### config.mk
export PLATFORM = sky130hd
export DESIGN_NAME = gate_sequencer
export DESIGN_NICKNAME = d
export VERILOG_FILES = /design/src/rtl/gate_seq_pkg.sv /design/src/rtl/pwm_sync.sv /design/src/rtl/fault_timer.sv /design/src/rtl/seq_fsm.sv /design/src/rtl/gate_sequencer.sv
export SDC_FILE = /design/constraint.sdc
export NUM_CORES = 1
export LEC_CHECK = 0
export ABC_AREA = 1
export CAP_MARGIN = 10
export CORE_UTILIZATION = 53
export DETAILED_ROUTE_END_ITERATION = 7
export DONT_BUFFER_PORTS = 1
export GPL_ROUTABILITY_DRIVEN = 1
export PLACE_DENSITY = 0.79
export SYNTH_ARGS = -nofsm -noshare
export SYNTH_HDL_FRONTEND = slang
export SYNTH_SLANG_ARGS = --single-unit
export TNS_END_PERCENT = 1
### constraint.sdc
create_clock -name clk -period 1.1 [get_ports clk]
set_input_delay 0.33 -clock clk [delete_from_list [all_inputs] [get_ports clk]]
set_output_delay 0.33 -clock clk [all_outputs]
set_load 0.02 [all_outputs]
### src/rtl/gate_seq_pkg.sv
package gate_seq_pkg;

  typedef enum logic [2:0] {
    ST_IDLE     = 3'd0,  // both gates off, sequence restarts from PWM level
    ST_LS_ON    = 3'd1,  // low-side switch enabled
    ST_LS_DRAIN = 3'd2,  // waiting for low-side gate to discharge
    ST_HS_ON    = 3'd3,  // high-side switch enabled
    ST_SW_DRAIN = 3'd4,  // waiting for switch node to fall
    ST_LATCHED  = 3'd5   // switch-node fault, held until PWM rises
  } seq_state_e;

endpackage

### src/rtl/pwm_sync.sv
module pwm_sync #(
  parameter int STAGES = 2
) (
  input  logic clk,
  input  logic rst,
  input  logic d_i,
  output logic lvl_o,
  output logic rise_o
);
  logic prev_q;
  logic synced;

  generate
    if (STAGES > 1) begin : g_chain
      logic [STAGES-1:0] sh_q;
      always_ff @(posedge clk) begin
        if (rst) sh_q <= '0;
        else     sh_q <= {sh_q[STAGES-2:0], d_i};
      end
      assign synced = sh_q[STAGES-1];
    end else begin : g_single
      logic sh_q;
      always_ff @(posedge clk) begin
        if (rst) sh_q <= 1'b0;
        else     sh_q <= d_i;
      end
      assign synced = sh_q;
    end
  endgenerate

  always_ff @(posedge clk) begin
    if (rst) prev_q <= 1'b0;
    else     prev_q <= synced;
  end

  assign lvl_o  = synced;
  assign rise_o = synced & ~prev_q;

  AST_RISE_IMPLIES_HIGH: assert property (@(posedge clk) disable iff (rst)
    rise_o |=> !$past(prev_q) && prev_q) else $error("sync edge");
endmodule

### src/rtl/fault_timer.sv
module fault_timer #(
  parameter int LIMIT = 200
) (
  input  logic clk,
  input  logic rst,
  input  logic arm_i,
  input  logic node_low_i,
  output logic expire_o
);
  localparam int W = $clog2(LIMIT + 1);

  logic [W-1:0] cnt_q;
  logic         running;

  assign running  = arm_i & ~node_low_i;
  assign expire_o = running && (cnt_q == W'(LIMIT - 1));

  always_ff @(posedge clk) begin
    if (rst || !running || expire_o) cnt_q <= '0;
    else                             cnt_q <= cnt_q + 1'b1;
  end

  AST_TIMER_BOUND: assert property (@(posedge clk) disable iff (rst)
    cnt_q < W'(LIMIT)) else $error("timer bound");
  AST_TIMER_CLEARS: assert property (@(posedge clk) disable iff (rst)
    node_low_i |=> cnt_q == '0) else $error("timer clear");
endmodule

### src/rtl/seq_fsm.sv
module seq_fsm
  import gate_seq_pkg::*;
(
  input  logic       clk,
  input  logic       rst,
  input  logic       ready_i,
  input  logic       pwm_lvl_i,
  input  logic       pwm_rise_i,
  input  logic       lg_low_i,
  input  logic       sw_low_i,
  input  logic       expire_i,
  output seq_state_e state_o,
  output logic       hs_o,
  output logic       ls_o,
  output logic       fault_o
);
  seq_state_e state_q, state_d;

  always_comb begin
    state_d = state_q;
    if (!ready_i) begin
      state_d = ST_IDLE;
    end else begin
      case (state_q)
        ST_IDLE:     state_d = pwm_lvl_i ? ST_LS_DRAIN : ST_SW_DRAIN;
        ST_LS_DRAIN: if (!pwm_lvl_i)    state_d = ST_SW_DRAIN;
                     else if (lg_low_i) state_d = ST_HS_ON;
        ST_HS_ON:    if (!pwm_lvl_i)    state_d = ST_SW_DRAIN;
        ST_SW_DRAIN: if (pwm_lvl_i)     state_d = ST_LS_DRAIN;
                     else if (sw_low_i) state_d = ST_LS_ON;
        ST_LS_ON:    if (pwm_lvl_i)     state_d = ST_LS_DRAIN;
                     else if (expire_i) state_d = ST_LATCHED;
        ST_LATCHED:  if (pwm_rise_i)    state_d = ST_LS_DRAIN;
        default:     state_d = ST_IDLE;
      endcase
    end
  end

  always_ff @(posedge clk) begin
    if (rst) begin
      state_q <= ST_IDLE;
      hs_o    <= 1'b0;
      ls_o    <= 1'b0;
      fault_o <= 1'b0;
    end else begin
      state_q <= state_d;
      hs_o    <= (state_d == ST_HS_ON);
      ls_o    <= (state_d == ST_LS_ON);
      fault_o <= (state_d == ST_LATCHED);
    end
  end

  assign state_o = state_q;

  AST_LATCH_HOLDS: assert property (@(posedge clk) disable iff (rst)
    (state_q == ST_LATCHED && !pwm_rise_i && ready_i) |=> state_q == ST_LATCHED)
    else $error("latch hold");
  AST_LATCH_EXIT: assert property (@(posedge clk) disable iff (rst)
    (state_q == ST_LATCHED && pwm_rise_i && ready_i) |=> state_q == ST_LS_DRAIN)
    else $error("latch exit");
endmodule

### src/rtl/gate_sequencer.sv
module gate_sequencer
  import gate_seq_pkg::*;
#(
  parameter int SYNC_STAGES = 2,
  parameter int FAULT_CYCLES = 200
) (
  input  logic clk,
  input  logic rst,
  input  logic supply_ok_i,
  input  logic shutdown_i,
  input  logic pwm_i,
  input  logic ls_gate_low_i,
  input  logic sw_node_low_i,
  output logic hs_en_o,
  output logic ls_en_o,
  output logic fault_o
);
  logic       pwm_lvl, pwm_rise, expire, ready;
  seq_state_e state;

  assign ready = supply_ok_i & ~shutdown_i;

  pwm_sync #(.STAGES(SYNC_STAGES)) u_sync (
    .clk(clk), .rst(rst), .d_i(pwm_i), .lvl_o(pwm_lvl), .rise_o(pwm_rise)
  );

  fault_timer #(.LIMIT(FAULT_CYCLES)) u_timer (
    .clk(clk), .rst(rst), .arm_i(state == ST_LS_ON),
    .node_low_i(sw_node_low_i), .expire_o(expire)
  );

  seq_fsm u_fsm (
    .clk(clk), .rst(rst), .ready_i(ready), .pwm_lvl_i(pwm_lvl),
    .pwm_rise_i(pwm_rise), .lg_low_i(ls_gate_low_i), .sw_low_i(sw_node_low_i),
    .expire_i(expire), .state_o(state), .hs_o(hs_en_o), .ls_o(ls_en_o),
    .fault_o(fault_o)
  );

  AST_GATES_EXCLUSIVE: assert property (@(posedge clk) disable iff (rst)
    !(hs_en_o && ls_en_o)) else $error("overlap");
  AST_SUPPLY_IDLE: assert property (@(posedge clk) disable iff (rst)
    !supply_ok_i |=> !hs_en_o && !ls_en_o) else $error("supply");
  AST_SHUTDOWN_IDLE: assert property (@(posedge clk) disable iff (rst)
    shutdown_i |=> !hs_en_o && !ls_en_o && !fault_o) else $error("shutdown");
  AST_HS_NEEDS_FLAG: assert property (@(posedge clk) disable iff (rst)
    $rose(hs_en_o) |-> $past(ls_gate_low_i)) else $error("hs early");
  AST_LS_NEEDS_FLAG: assert property (@(posedge clk) disable iff (rst)
    $rose(ls_en_o) |-> $past(sw_node_low_i)) else $error("ls early");
  AST_FAULT_SOURCE: assert property (@(posedge clk) disable iff (rst)
    $rose(fault_o) |-> $past(ls_en_o) && !$past(sw_node_low_i)) else $error("fault src");
endmodule

; ---- Yosys cells after proc, flatten, opt, wreduce, memory -nomap -nowiden
; Cells that the tools add are included.
[totals]
elab_cells = 39
input_bits = 7
output_inout_bits = 3
reg_bits = 17
[classes]
eq_ne = 9
reduce_logical = 5
mux = 11
addsub = 1
bitwise = 6
[ops]
columns = op, n
row1 = 3-bit 2-to-1 mux, 10
row2 = 3-bit one-hot mux with 6 select lines, 1
row3 = 3-bit by 2-bit == test with 1-bit output (second input constant), 3
row4 = 3-bit == test (second input constant), 3
row5 = 8-bit by 1-bit adder with 8-bit output (second input constant), 1
row6 = 8-bit == test (second input constant), 1
row7 = 3-bit by 1-bit == test with 1-bit output (second input constant), 2
row8 = 1-bit AND, 3
row9 = 3-bit logical NOT, 1
row10 = 1-bit inverter, 3
row11 = 1-bit logical OR, 2
row12 = 1-bit logical AND, 1
row13 = 1-bit logical NOT, 1

; ---- Longest topological paths before layout
; Gate-level depths: netlist of run 1.
[logic_depth]
depth_word = 8
depth_mapped = 10
ltp_nobuf = 10

; ---- Modules after synthesis
; Synthesis of run 1 repeated with hierarchy kept, for this count alone.
[hier_totals]
hier_cells = 139
hier_area_um2 = 934.6
[modules_own_cells]
columns = module, seq_area_each_um2, area_each_um2, instances, cells_per_inst
row1 = fault_timer, 160.2, 473.0, 1, 65
row2 = seq_fsm, 120.1, 354.1, 1, 59
row3 = pwm_sync, 60.1, 86.3, 1, 10
row4 = gate_sequencer, 0.0, 21.3, 1, 5

; ---- Least setup slack after synthesis of run 1
; OpenSTA, ideal clock, no wires.
[synth_path]
path_kind = register to register
startpoint = reg u_timer.cnt_q[0]
endpoint = reg u_timer.cnt_q[6]
path_buffers = 0
synth_period_minus_slack_ns = 1.156
slack_ns = -0.056
stages_incl_launch_ff = 9
t_required_ns = 0.982
t_arrival_ns = 1.038
cell_sequence = dfxtp_1 ha_1 nand2_1 inv_2 nand2_1 nor2_2 nand2_1 xor2_1 nor2_1
[synth_via]
elab_chain_len = 3
elab_cells_between_ends = 4
cone_classes = add/sub (1) / eq/ne (1) / reduce/logical (2)
[synth_rtl]
columns = item, line_no
row1 = start: declaration, fault_timer.sv:12  ; logic [W-1:0] cnt_q;
row2 = start signal: assignment, fault_timer.sv:20  ; else cnt_q <= cnt_q + 1'b1;
row3 = branches (longest 3 deep; another with 8-bit by 1-bit adder with 8-bit output), n/a
; Several ways; the timed one is not identified.
; A chain may end at the register's enable or synchronous reset.

; ---- Final worst setup path of run 1
[layout_path]
startpoint = reg u_timer.cnt_q[0]
endpoint = reg u_timer.cnt_q[2]
; Same word-level chain as after synthesis.

==> flow_summary_export.csv, run 1 <==
group,metric,value,unit
setup_path,ff2ff_path_depth,6,
route,drtAntennaViolNets,0,
setup_path,required,1.32,ns
status,outcome,"complete, but fails checks",
layout,drive_gt1_frac,0.387,
placement,gp_congestion,0.691,
yosys,synth.top_cell.area_share,0.438,
power,clockPowerShare,0.326,
layout,antenna_cells,0,
global_routing,grt_max_degree,11,
route,vias_per_cell,5.06,
floorplanning,chipHeight,40.3,um
yosys,yosysSeqAreaShare,0.438,
setup_path,crit_fanout,8,
route,routed_wl,1500,um
layout,nFillCells,101,
route,initialDrtViolationCount,13,
hold_path,hold_path_end,"u_sync.g_chain.sh_q[1]",
layout,multi_input_area,460,um^2
yosys,ys_top_cells_by_area,"dfxtp_1, nand2_1, nor2_1",
clock_network,cts_tree,"built",
yosys,ys_ff_latch,17,
clock_network,clock_path_buffers,2,
setup_path,cp-start-kind,"flip-flop",
clock_network,root_buffer,"clkbuf_4",
sta,setup_ws,-0.0569,ns
layout,layout_common_cells,"nor2_1, nand2_1, inv_1, buf_4, dfxtp_1",
layout,finalNetCount,133,
power,pwr-share-comb,0.042,
power,swShare,0.224,
route,vias,703,
layout,syn2layout_area_growth,29.5,%
setup_path,cp-end-kind,"flip-flop",
sta,fin_skew,0.00313,ns
yosys,syn_inst,109,
yosys,netlist-cell-type-count,19,
sta,fin_crit_sh,1.05,
global_routing,overflow,0,
route,drc,0,
global_routing,grt_usage,0.229,
placement,dpl.hpwl,1110,um
power,power,0.994,mW
clock_network,htreeDepth,1,
yosys,yosysTopAreaCell,"dfxtp_1",
setup_path,r2r-start,"u_timer.cnt_q[0]",
hold_path,min_from,"rst",
power,p_per_area,988,nW/um^2
flow_run,cap_violations,0,
yosys,ys_warn_count,0,
clock_network,clkLatencyLatePin,0.29,ns
layout,regArea,353,um^2
sta,worstMarginPinSlew,0.371,ns
clock_network,cts_buffers,3,
floorplanning,fp.dieW,40.3,um
setup_path,crit_type,"reg2reg",
placement,port_buffers,0,
floorplanning,die_area,1620,um^2
route,routedWlPerCell,10.8,um
sta,slew_viol_final,0,
floorplanning,start_util,0.583,
power,power.leakage,0.412,nW
status,violations,"setup timing",
global_routing,grt_pass1_wl,2350,um
floorplanning,io_pins,10,
route,dr.pass1.iters,2,
sta,hold_violations,0,
sta,fmax,864,MHz
sta,holdWs,0.0828,ns
clock_network,cts_sinks,17,
clock_network,clk_pin_slew,0.09,ns
power,peakVddDrop,800,uV
yosys,syn_avg_cell_area,7.13,um^2
setup_path,critPathArrivalTime,1.37,ns
sta,fin_setup_tns,-0.353,ns
hold_path,hold_depth,1,
yosys,synthesis.area,777,um^2
setup_path,rrSetupSlack,-0.06,ns
global_routing,antenna_found_initial,0,
power,p_seq_frac,0.632,
setup_path,r2r_end,"u_timer.cnt_q[2]",
power,p_int,0.771,mW
global_routing,grt_pass1_vias,599,
floorplanning,num_rows,13,
power,switching_power,0.223,mW
sta,finalSetupViolations,10,
sta,slew_headroom,0.752,
setup_path,crit_start,"u_timer.cnt_q[0]",
floorplanning,core,1330,um^2
yosys,synth_nets,117,
hold_path,hold_path_class,"in2reg",
sta,min_period,1.16,ns
sta,rsz0062_at_grt,"true",
-- how the worst max path moves through the flow --
stage | endpoint | slack, ns | cells past startpoint
floorplan | u_timer.cnt_q[6] | -0.00002 | 8
global placement | u_fsm.fault_o | -0.02 | 9
detailed placement | u_fsm.fault_o | -0.08 | 9
CTS | u_fsm.fault_o | -0.1 | 9
global route | u_timer.cnt_q[2] | -0.16 | 6
finish | u_timer.cnt_q[2] | -0.06 | 6
-- registers in the layout (all words and copies together) (netlist names) --
name,flops
u_fsm.fault_o,1
u_fsm.hs_o,1
u_fsm.ls_o,1
u_fsm.state_o,3
u_sync.g_chain.sh_q,2
u_sync.prev_q,1
u_timer.cnt_q,8
-- cell type report --
cell class,instances,share of cell area
Clock buffer,3,0.0224
Clock inverter,1,0.00498
Inverter,17,0.0634
Multi-Input combinational cell,75,0.458
Sequential cell,17,0.351
Tap cell,15,0.0187
Timing Repair Buffer,11,0.0821
-- routing by layer --
layer,share of wire,up-vias,track usage
met4,0.023,0,0.100
met3,0.050,5,0.106
met1,0.44,313,0.273
met2,0.49,12,0.351
met5,0,-,0
li1,-,373,-
-- logic make-up (layout without fill, tap and decap cells) --
logic type      after synthesis  count (layout)  synth area share
flops                        17              17             0.438
fa+ha+maj                     1               1            0.0161
simple gates                 69              69             0.427
buf+inv                      17              32            0.0821
compound gates                4               4            0.0258
xor+xnor                      1               1            0.0113
-- Yosys cell counts, drive strengths merged --
library cell and number:
nor2 25, nand2 24, dfxtp 17, inv 15
nand3 12, nand4 4, a21oi 3, clkinv 2
nor3 2, nor3b 2, ha 1, o21ai 1
xor2 1
-- power by group through the flow --
stage	logic, mW	clock network, mW	registers (mW)
global placement	0.0335	0	0.643
global route	0.0472	0.363	0.630
detailed placement	0.0354	0	0.644
finish	0.0413	0.324	0.628
floorplan	0.0278	0	0.642
CTS	0.0363	0.339	0.630
-- worst max-delay path, stage by stage, from the launching register on --
cell	delay, ns
dfxtp_4	0.36
ha_4	0.17
nand3_4	0.06
nor2_4	0.03
nor2_1	0.13
nand2_2	0.16
nor3_1	0.16
-- per-stage QoR --
| step | util | setup WS [ns] | std cells | instance area (um^2) |
|---|---|---|---|---|
| CTS | 0.709 | -0.0956 | 138 | 946 |
| global placement | 0.668 | -0.0245 | 134 | 891 |
| global route | 0.754 | -0.161 | 139 | 1010 |
| finish | 0.754 | -0.0569 | 139 | 1010 |
| detailed placement | 0.668 | -0.0818 | 134 | 891 |
| floorplan | - | -0.0000151 | 109 | 797 |
-- timing repair --
item | CTS | global route
cloned | 0 | 0
gates resized for setup | 7 | 15
pin swaps | 6 | 8
hold buffers | 0 | 0
setup buffers | 0 | 1
setup endpoints to repair | 11 | 14
Note: power is estimated with default switching activity, not from simulation.
==> run 2, diff against run 1 <==
--- a/config.mk
+++ b/config.mk
@@ -12,6 +12,7 @@
 export DONT_BUFFER_PORTS = 1
 export GPL_ROUTABILITY_DRIVEN = 1
 export PLACE_DENSITY = 0.79
+export REMOVE_ABC_BUFFERS = 1
 export SYNTH_ARGS = -nofsm -noshare
 export SYNTH_HDL_FRONTEND = slang
 export SYNTH_SLANG_ARGS = --single-unit
==> run 2 against run 1 <==
Effect of this change: clock-buffer cell count is 1 higher; setup slack lost 0.018 ns; largest cell class unchanged; critical endpoint is now u_timer.cnt_q[6]; hold slack improved by 0.0063 ns; the run still ends with setup timing left; power rose by 1.4%; first-iteration DRC count increased by 120%; sequential power barely moved; largest power group unchanged; global-route usage rose by 1.4 points; non-clock buffer count down 1; core utilization is 3.8 points lower.
==> flow_summary_export.csv, run 2 (synthesis results as in run 1) <==
group,metric,value,unit
sta,setup_ws,-0.0749,ns
global_routing,antenna_found_initial,0,
layout,layout_common_cells,"nand2_1, nor2_1, inv_1, dfxtp_1, buf_4",
flow_run,cap_violations,0,
power,power.leakage,0.386,nW
setup_path,crit_chain,"ha_4, nand2_1, inv_2, nand2_2, nor2_4, nand2_1, xor2_1, nor2_1",
floorplanning,num_rows,13,
clock_network,clock_path_buffers,2,
layout,syn2layout_area_growth,22.9,%
clock_network,cts_sinks,17,
layout,final_common_cell,"nand2_1",
setup_path,cp_top_family,"flip-flops",
floorplanning,fp.dieW,40.3,um
setup_path,cp_common_cell,"nand2_1",
setup_path,crit_type,"reg2reg",
route,drc,0,
layout,antenna_cells,0,
clock_network,clk_pin_slew,0.10,ns
floorplanning,chipHeight,40.3,um
floorplanning,core,1330,um^2
layout,regMostFlops,"u_timer.cnt_q",
sta,finalSetupViolations,8,
clock_network,cts_tree,"built",
layout,finalNetCount,132,
setup_path,cpMaxStageDelayCell,"dfxtp_2",
layout,drive_gt1_frac,0.309,
floorplanning,start_util,0.583,
route,dr.pass1.iters,4,
floorplanning,io_pins,10,
route,vias_per_cell,5.38,
setup_path,critPathArrivalTime,1.37,ns
route,initialDrtViolationCount,28,
clock_network,clkLatencyLatePin,0.30,ns
setup_path,cp-end-kind,"flip-flop",
route,drtAntennaViolNets,0,
route,vias,743,
sta,fin_crit_sh,1.07,
route,routedWlPerCell,12.6,um
power,power,1.01,mW
sta,slew_headroom,0.858,
sta,holdWs,0.0891,ns
layout,largest_register_ff_count,8,
sta,hold_violations,0,
placement,gp_congestion,0.754,
sta,fmax,851,MHz
global_routing,grt_pass1_vias,643,
setup_path,crit_buf_inv,1,
global_routing,grt_max_degree,10,
global_routing,grt_pass1_wl,2550,um
layout,nFillCells,100,
global_routing,overflow,0,
route,routed_wl,1740,um
clock_network,cts_buffers,3,
clock_network,htreeDepth,1,
sta,rsz0062_at_grt,"true",
sta,min_period,1.17,ns
placement,dpl.hpwl,1160,um
power,peakVddDrop,884,uV
sta,worstMarginPinSlew,0.213,ns
hold_path,hold_path_class,"in2reg",
placement,port_buffers,0,
setup_path,crit_fanout,3,
setup_path,cp-start-kind,"flip-flop",
status,outcome,"complete, but fails checks",
setup_path,required,1.29,ns
status,violations,"setup timing",
setup_path,crit_path_max_incr_delay,0.37,ns
clock_network,root_buffer,"clkbuf_4",
clock_network,holdBufCountCts,0,
sta,slew_viol_final,0,
floorplanning,die_area,1620,um^2
sta,fin_setup_tns,-0.280,ns
global_routing,grt_usage,0.243,
power,p_per_area,1060,nW/um^2
sta,fin_skew,0.00591,ns
run 2: metrics by stage:
| step | util | instances | cell area [um^2] | setup slack (ns) |
|---|---|---|---|---|
| 2_1_floorplan | - | 109 | 777 | -0.0559 |
| 3_3_place_gp | 0.647 | 133 | 863 | -0.0695 |
| 3_5_place_dp | 0.647 | 133 | 863 | -0.120 |
| 4_1_cts | 0.700 | 138 | 933 | -0.0564 |
| 5_1_grt | 0.716 | 138 | 955 | -0.168 |
| 6_report | 0.716 | 138 | 955 | -0.0749 |
run 2: cell type report:
| type | count | area [um^2] | share of cell area |
|---|---|---|---|
| inverters | 17 | 63.8 | 0.0668 |
| flip-flops and latches | 17 | 348 | 0.364 |
| multi-input cells | 75 | 423 | 0.443 |
| well taps | 15 | 18.8 | 0.0197 |
| repair buffers | 10 | 75.1 | 0.0786 |
| clock buffers | 4 | 26.3 | 0.0275 |
run 2: final timing paths:
| path | start | slack, ns | to | depth (start not counted) |
|---|---|---|---|---|
| setup / recovery | u_timer.cnt_q[1] | -0.07 | u_timer.cnt_q[6] | 8 |
| hold / removal | rst | 0.09 | u_sync.g_chain.sh_q[0] | 1 |
| setup reg to reg | u_timer.cnt_q[1] | -0.07 | u_timer.cnt_q[6] | 8 |
| hold reg to reg | u_sync.g_chain.sh_q[0] | 0.43 | u_sync.g_chain.sh_q[1] | 2 |
run 2: where the power goes:
part           total [mW]  leakage [nW]  switching, mW  internal [mW]
clock network       0.339        0.0150          0.197          0.141
registers           0.631         0.140        0.00819          0.622
logic              0.0382         0.231         0.0227         0.0156
run 2: worst reg2reg max path, stage by stage, from the launching register on:
cell and delay (ns):
dfxtp_2 0.37, ha_4 0.16, nand2_1 0.07, inv_2 0.07, nand2_2 0.07, nor2_4 0.09, nand2_1 0.06, xor2_1 0.14
nor2_1 0.06
run 2: per-layer routing:
layer,wire [um],GRT usage,share of wire,up-vias
met5,0,0,0,-
met4,56,0.133,0.032,0
met3,99,0.0778,0.057,7
met2,851,0.399,0.49,24
met1,731,0.278,0.42,342
li1,-,-,-,370
run 2: repair_timing:
action / CTS / global route
pin swaps: 2 / 1
endpoints found under the setup margin: 13 / 13
setup buffers: 1 / 0
gates resized for setup: 10 / 6
==> run 3, diff against run 2 <==
--- a/config.mk
+++ b/config.mk
@@ -7,12 +7,13 @@
 export LEC_CHECK = 0
 export ABC_AREA = 1
 export CAP_MARGIN = 10
-export CORE_UTILIZATION = 53
+export CORE_UTILIZATION = 58
 export DETAILED_ROUTE_END_ITERATION = 7
 export DONT_BUFFER_PORTS = 1
 export GPL_ROUTABILITY_DRIVEN = 1
-export PLACE_DENSITY = 0.79
+export PLACE_DENSITY = 0.82
 export REMOVE_ABC_BUFFERS = 1
+export SLEW_MARGIN = 20
 export SYNTH_ARGS = -nofsm -noshare
 export SYNTH_HDL_FRONTEND = slang
 export SYNTH_SLANG_ARGS = --single-unit
==> constraint.sdc (replaced) <==
create_clock -name clk -period 1.2 [get_ports clk]
set_input_delay 0.36 -clock clk [delete_from_list [all_inputs] [get_ports clk]]
set_output_delay 0.36 -clock clk [all_outputs]
set_load 0.02 [all_outputs]
==> run 3 against run 2 <==
Effect of this change: the run still ends with setup timing left; core utilization increased by 15 points; cell count increased by 0.72%; hold slack improved by 0.022 ns; power decreased by 7.1%; sequential share of layout area decreased by 1.4 points; critical path type unchanged; critical endpoint unchanged; highest routed layer unchanged.
==> flow_summary_export.csv, run 3 (synthesis results as in run 1) <==
group,metric,value,unit
setup_path,cp_common_cell,"nand2_2",
setup_path,cpMaxStageDelayCell,"dfxtp_2",
sta,worstMarginPinSlew,0.232,ns
route,vias,787,
placement,gp_congestion,0.768,
floorplanning,core,1170,um^2
placement,dpl.hpwl,1180,um
placement,port_buffers,0,
global_routing,overflow,0,
power,clockPowerShare,0.335,
layout,largest_register_ff_count,8,
route,drtAntennaViolNets,0,
global_routing,grt_pass1_wl,2820,um
layout,design_area,1010,um^2
global_routing,busiest_layer,"met2",
setup_path,crit_buf_inv,1,
sta,slew_viol_final,0,
power,power,0.936,mW
clock_network,cts_tree,"built",
route,initialDrtViolationCount,38,
layout,finalNetCount,134,
placement,place_ws,-0.0363,ns
power,switching_power,0.220,mW
floorplanning,die_area,1490,um^2
layout,regMostFlops,"u_timer.cnt_q",
power,p_per_area,926,nW/um^2
setup_path,crit_path_max_incr_delay,0.37,ns
placement,dpl-instance-area,840,um^2
global_routing,grt_usage,0.284,
sta,fin_skew,0.00711,ns
clock_network,cts_sinks,17,
floorplanning,chipHeight,38.6,um
setup_path,crit_type,"reg2reg",
power,pwr-share-comb,0.050,
setup_path,required,1.38,ns
route,routed_wl,2170,um
sta,setup_ws,-0.0436,ns
layout,antenna_cells,0,
status,outcome,"complete, but fails checks",
global_routing,met3_usage,0.0925,
power,power.leakage,0.418,nW
sta,hold_violations,0,
floorplanning,start_util,0.663,
placement,dp_cells,129,
flow_run,cap_violations,0,
clock_network,clkLatencyLatePin,0.30,ns
clock_network,htreeDepth,1,
sta,fin_crit_sh,1.04,
sta,fmax,804,MHz
clock_network,clk_pin_slew,0.10,ns
sta,fin_setup_tns,-0.111,ns
global_routing,use_met1,0.287,
power,p_int,0.716,mW
setup_path,cp-end-kind,"flip-flop",
status,violations,"setup timing",
layout,layout_common_cells,"nor2_1, nand2_1, buf_4",
hold_path,hold_path_class,"in2reg",
layout,final_cells,139,
global_routing,grt_pass1_vias,708,
sta,rsz0062_at_grt,"true",
route,vias_per_cell,5.66,
setup_path,crit_chain,"ha_4, nand2_2, inv_2, nand2_4, nor2_4, nand2_2, xor2_1, nor2_1",
layout,fin_util,0.863,
layout,syn2layout_area_growth,30.1,%
setup_path,crit_fanout,3,
sta,finalSetupViolations,3,
floorplanning,fp.dieW,38.6,um
floorplanning,io_pins,10,
power,peakVddDrop,992,uV
clock_network,clock_path_buffers,2,
layout,final_common_cell,"nor2_1",
global_routing,grt_max_degree,10,
clock_network,holdBufCountCts,0,
clock_network,cts_buffers,3,
setup_path,critPathArrivalTime,1.43,ns
sta,holdWs,0.111,ns
sta,min_period,1.24,ns
layout,drive_gt1_frac,0.400,
global_routing,antenna_found_initial,0,
power,p_seq_frac,0.615,
power,swShare,0.235,
setup_path,cp-start-kind,"flip-flop",
sta,slew_headroom,0.845,
route,drc,0,
route,dr.pass1.iters,4,
floorplanning,num_rows,12,
global_routing,use_met2,0.504,
route,routedWlPerCell,15.6,um
clock_network,root_buffer,"clkbuf_4",
setup_path,cp_top_family,"flip-flops",
-- run 3: cell count changes in the layout (fill, tap and decap cells not counted), sizes merged --
| cell | change |
|---|---|
| buf | +2 |
-- run 3: worst paths after layout --
| kind | slack, ns | endpoint | cells after the start | from |
|---|---|---|---|---|
| worst max-delay path | -0.04 | u_timer.cnt_q[6] | 8 | u_timer.cnt_q[0] |
| worst min-delay path | 0.11 | u_fsm.state_o[2] | 1 | rst |
| worst max register to register | -0.04 | u_timer.cnt_q[6] | 8 | u_timer.cnt_q[0] |
| worst min register to register | 0.42 | u_sync.g_chain.sh_q[1] | 2 | u_sync.g_chain.sh_q[0] |
-- run 3: metal layers --
metal | share of wire | wire [um] | vias to the layer above
li1 | - | - | 373
met2 | 0.51 | 1100 | 34
met1 | 0.41 | 888 | 374
met5 | 0 | 0 | -
met3 | 0.064 | 138 | 6
met4 | 0.018 | 39 | 0
-- run 3: power by group through the flow --
stage / registers, mW / logic, mW / clock network, mW
floorplan: 0.588 / 0.0255 / 0
global placement: 0.589 / 0.0317 / 0
detailed placement: 0.590 / 0.0334 / 0
CTS: 0.576 / 0.0336 / 0.302
global route: 0.576 / 0.0502 / 0.330
finish: 0.576 / 0.0465 / 0.314
-- run 3: final cells by class --
| type | count | area (um^2) |
|---|---|---|
| Inverter | 17 | 63.8 |
| Clock buffer | 4 | 26.3 |
| Fill cell | 60 | 160 |
| Tap cell | 14 | 17.5 |
| Sequential cell | 17 | 354 |
| Multi-Input combinational cell | 75 | 459 |
| Timing Repair Buffer | 12 | 90.1 |
-- run 3: what timing repair did --
item	in CTS	in global routing
pin swaps	2	9
gates resized for setup	8	23
setup buffers	2	4
endpoints found under the setup margin	8	13
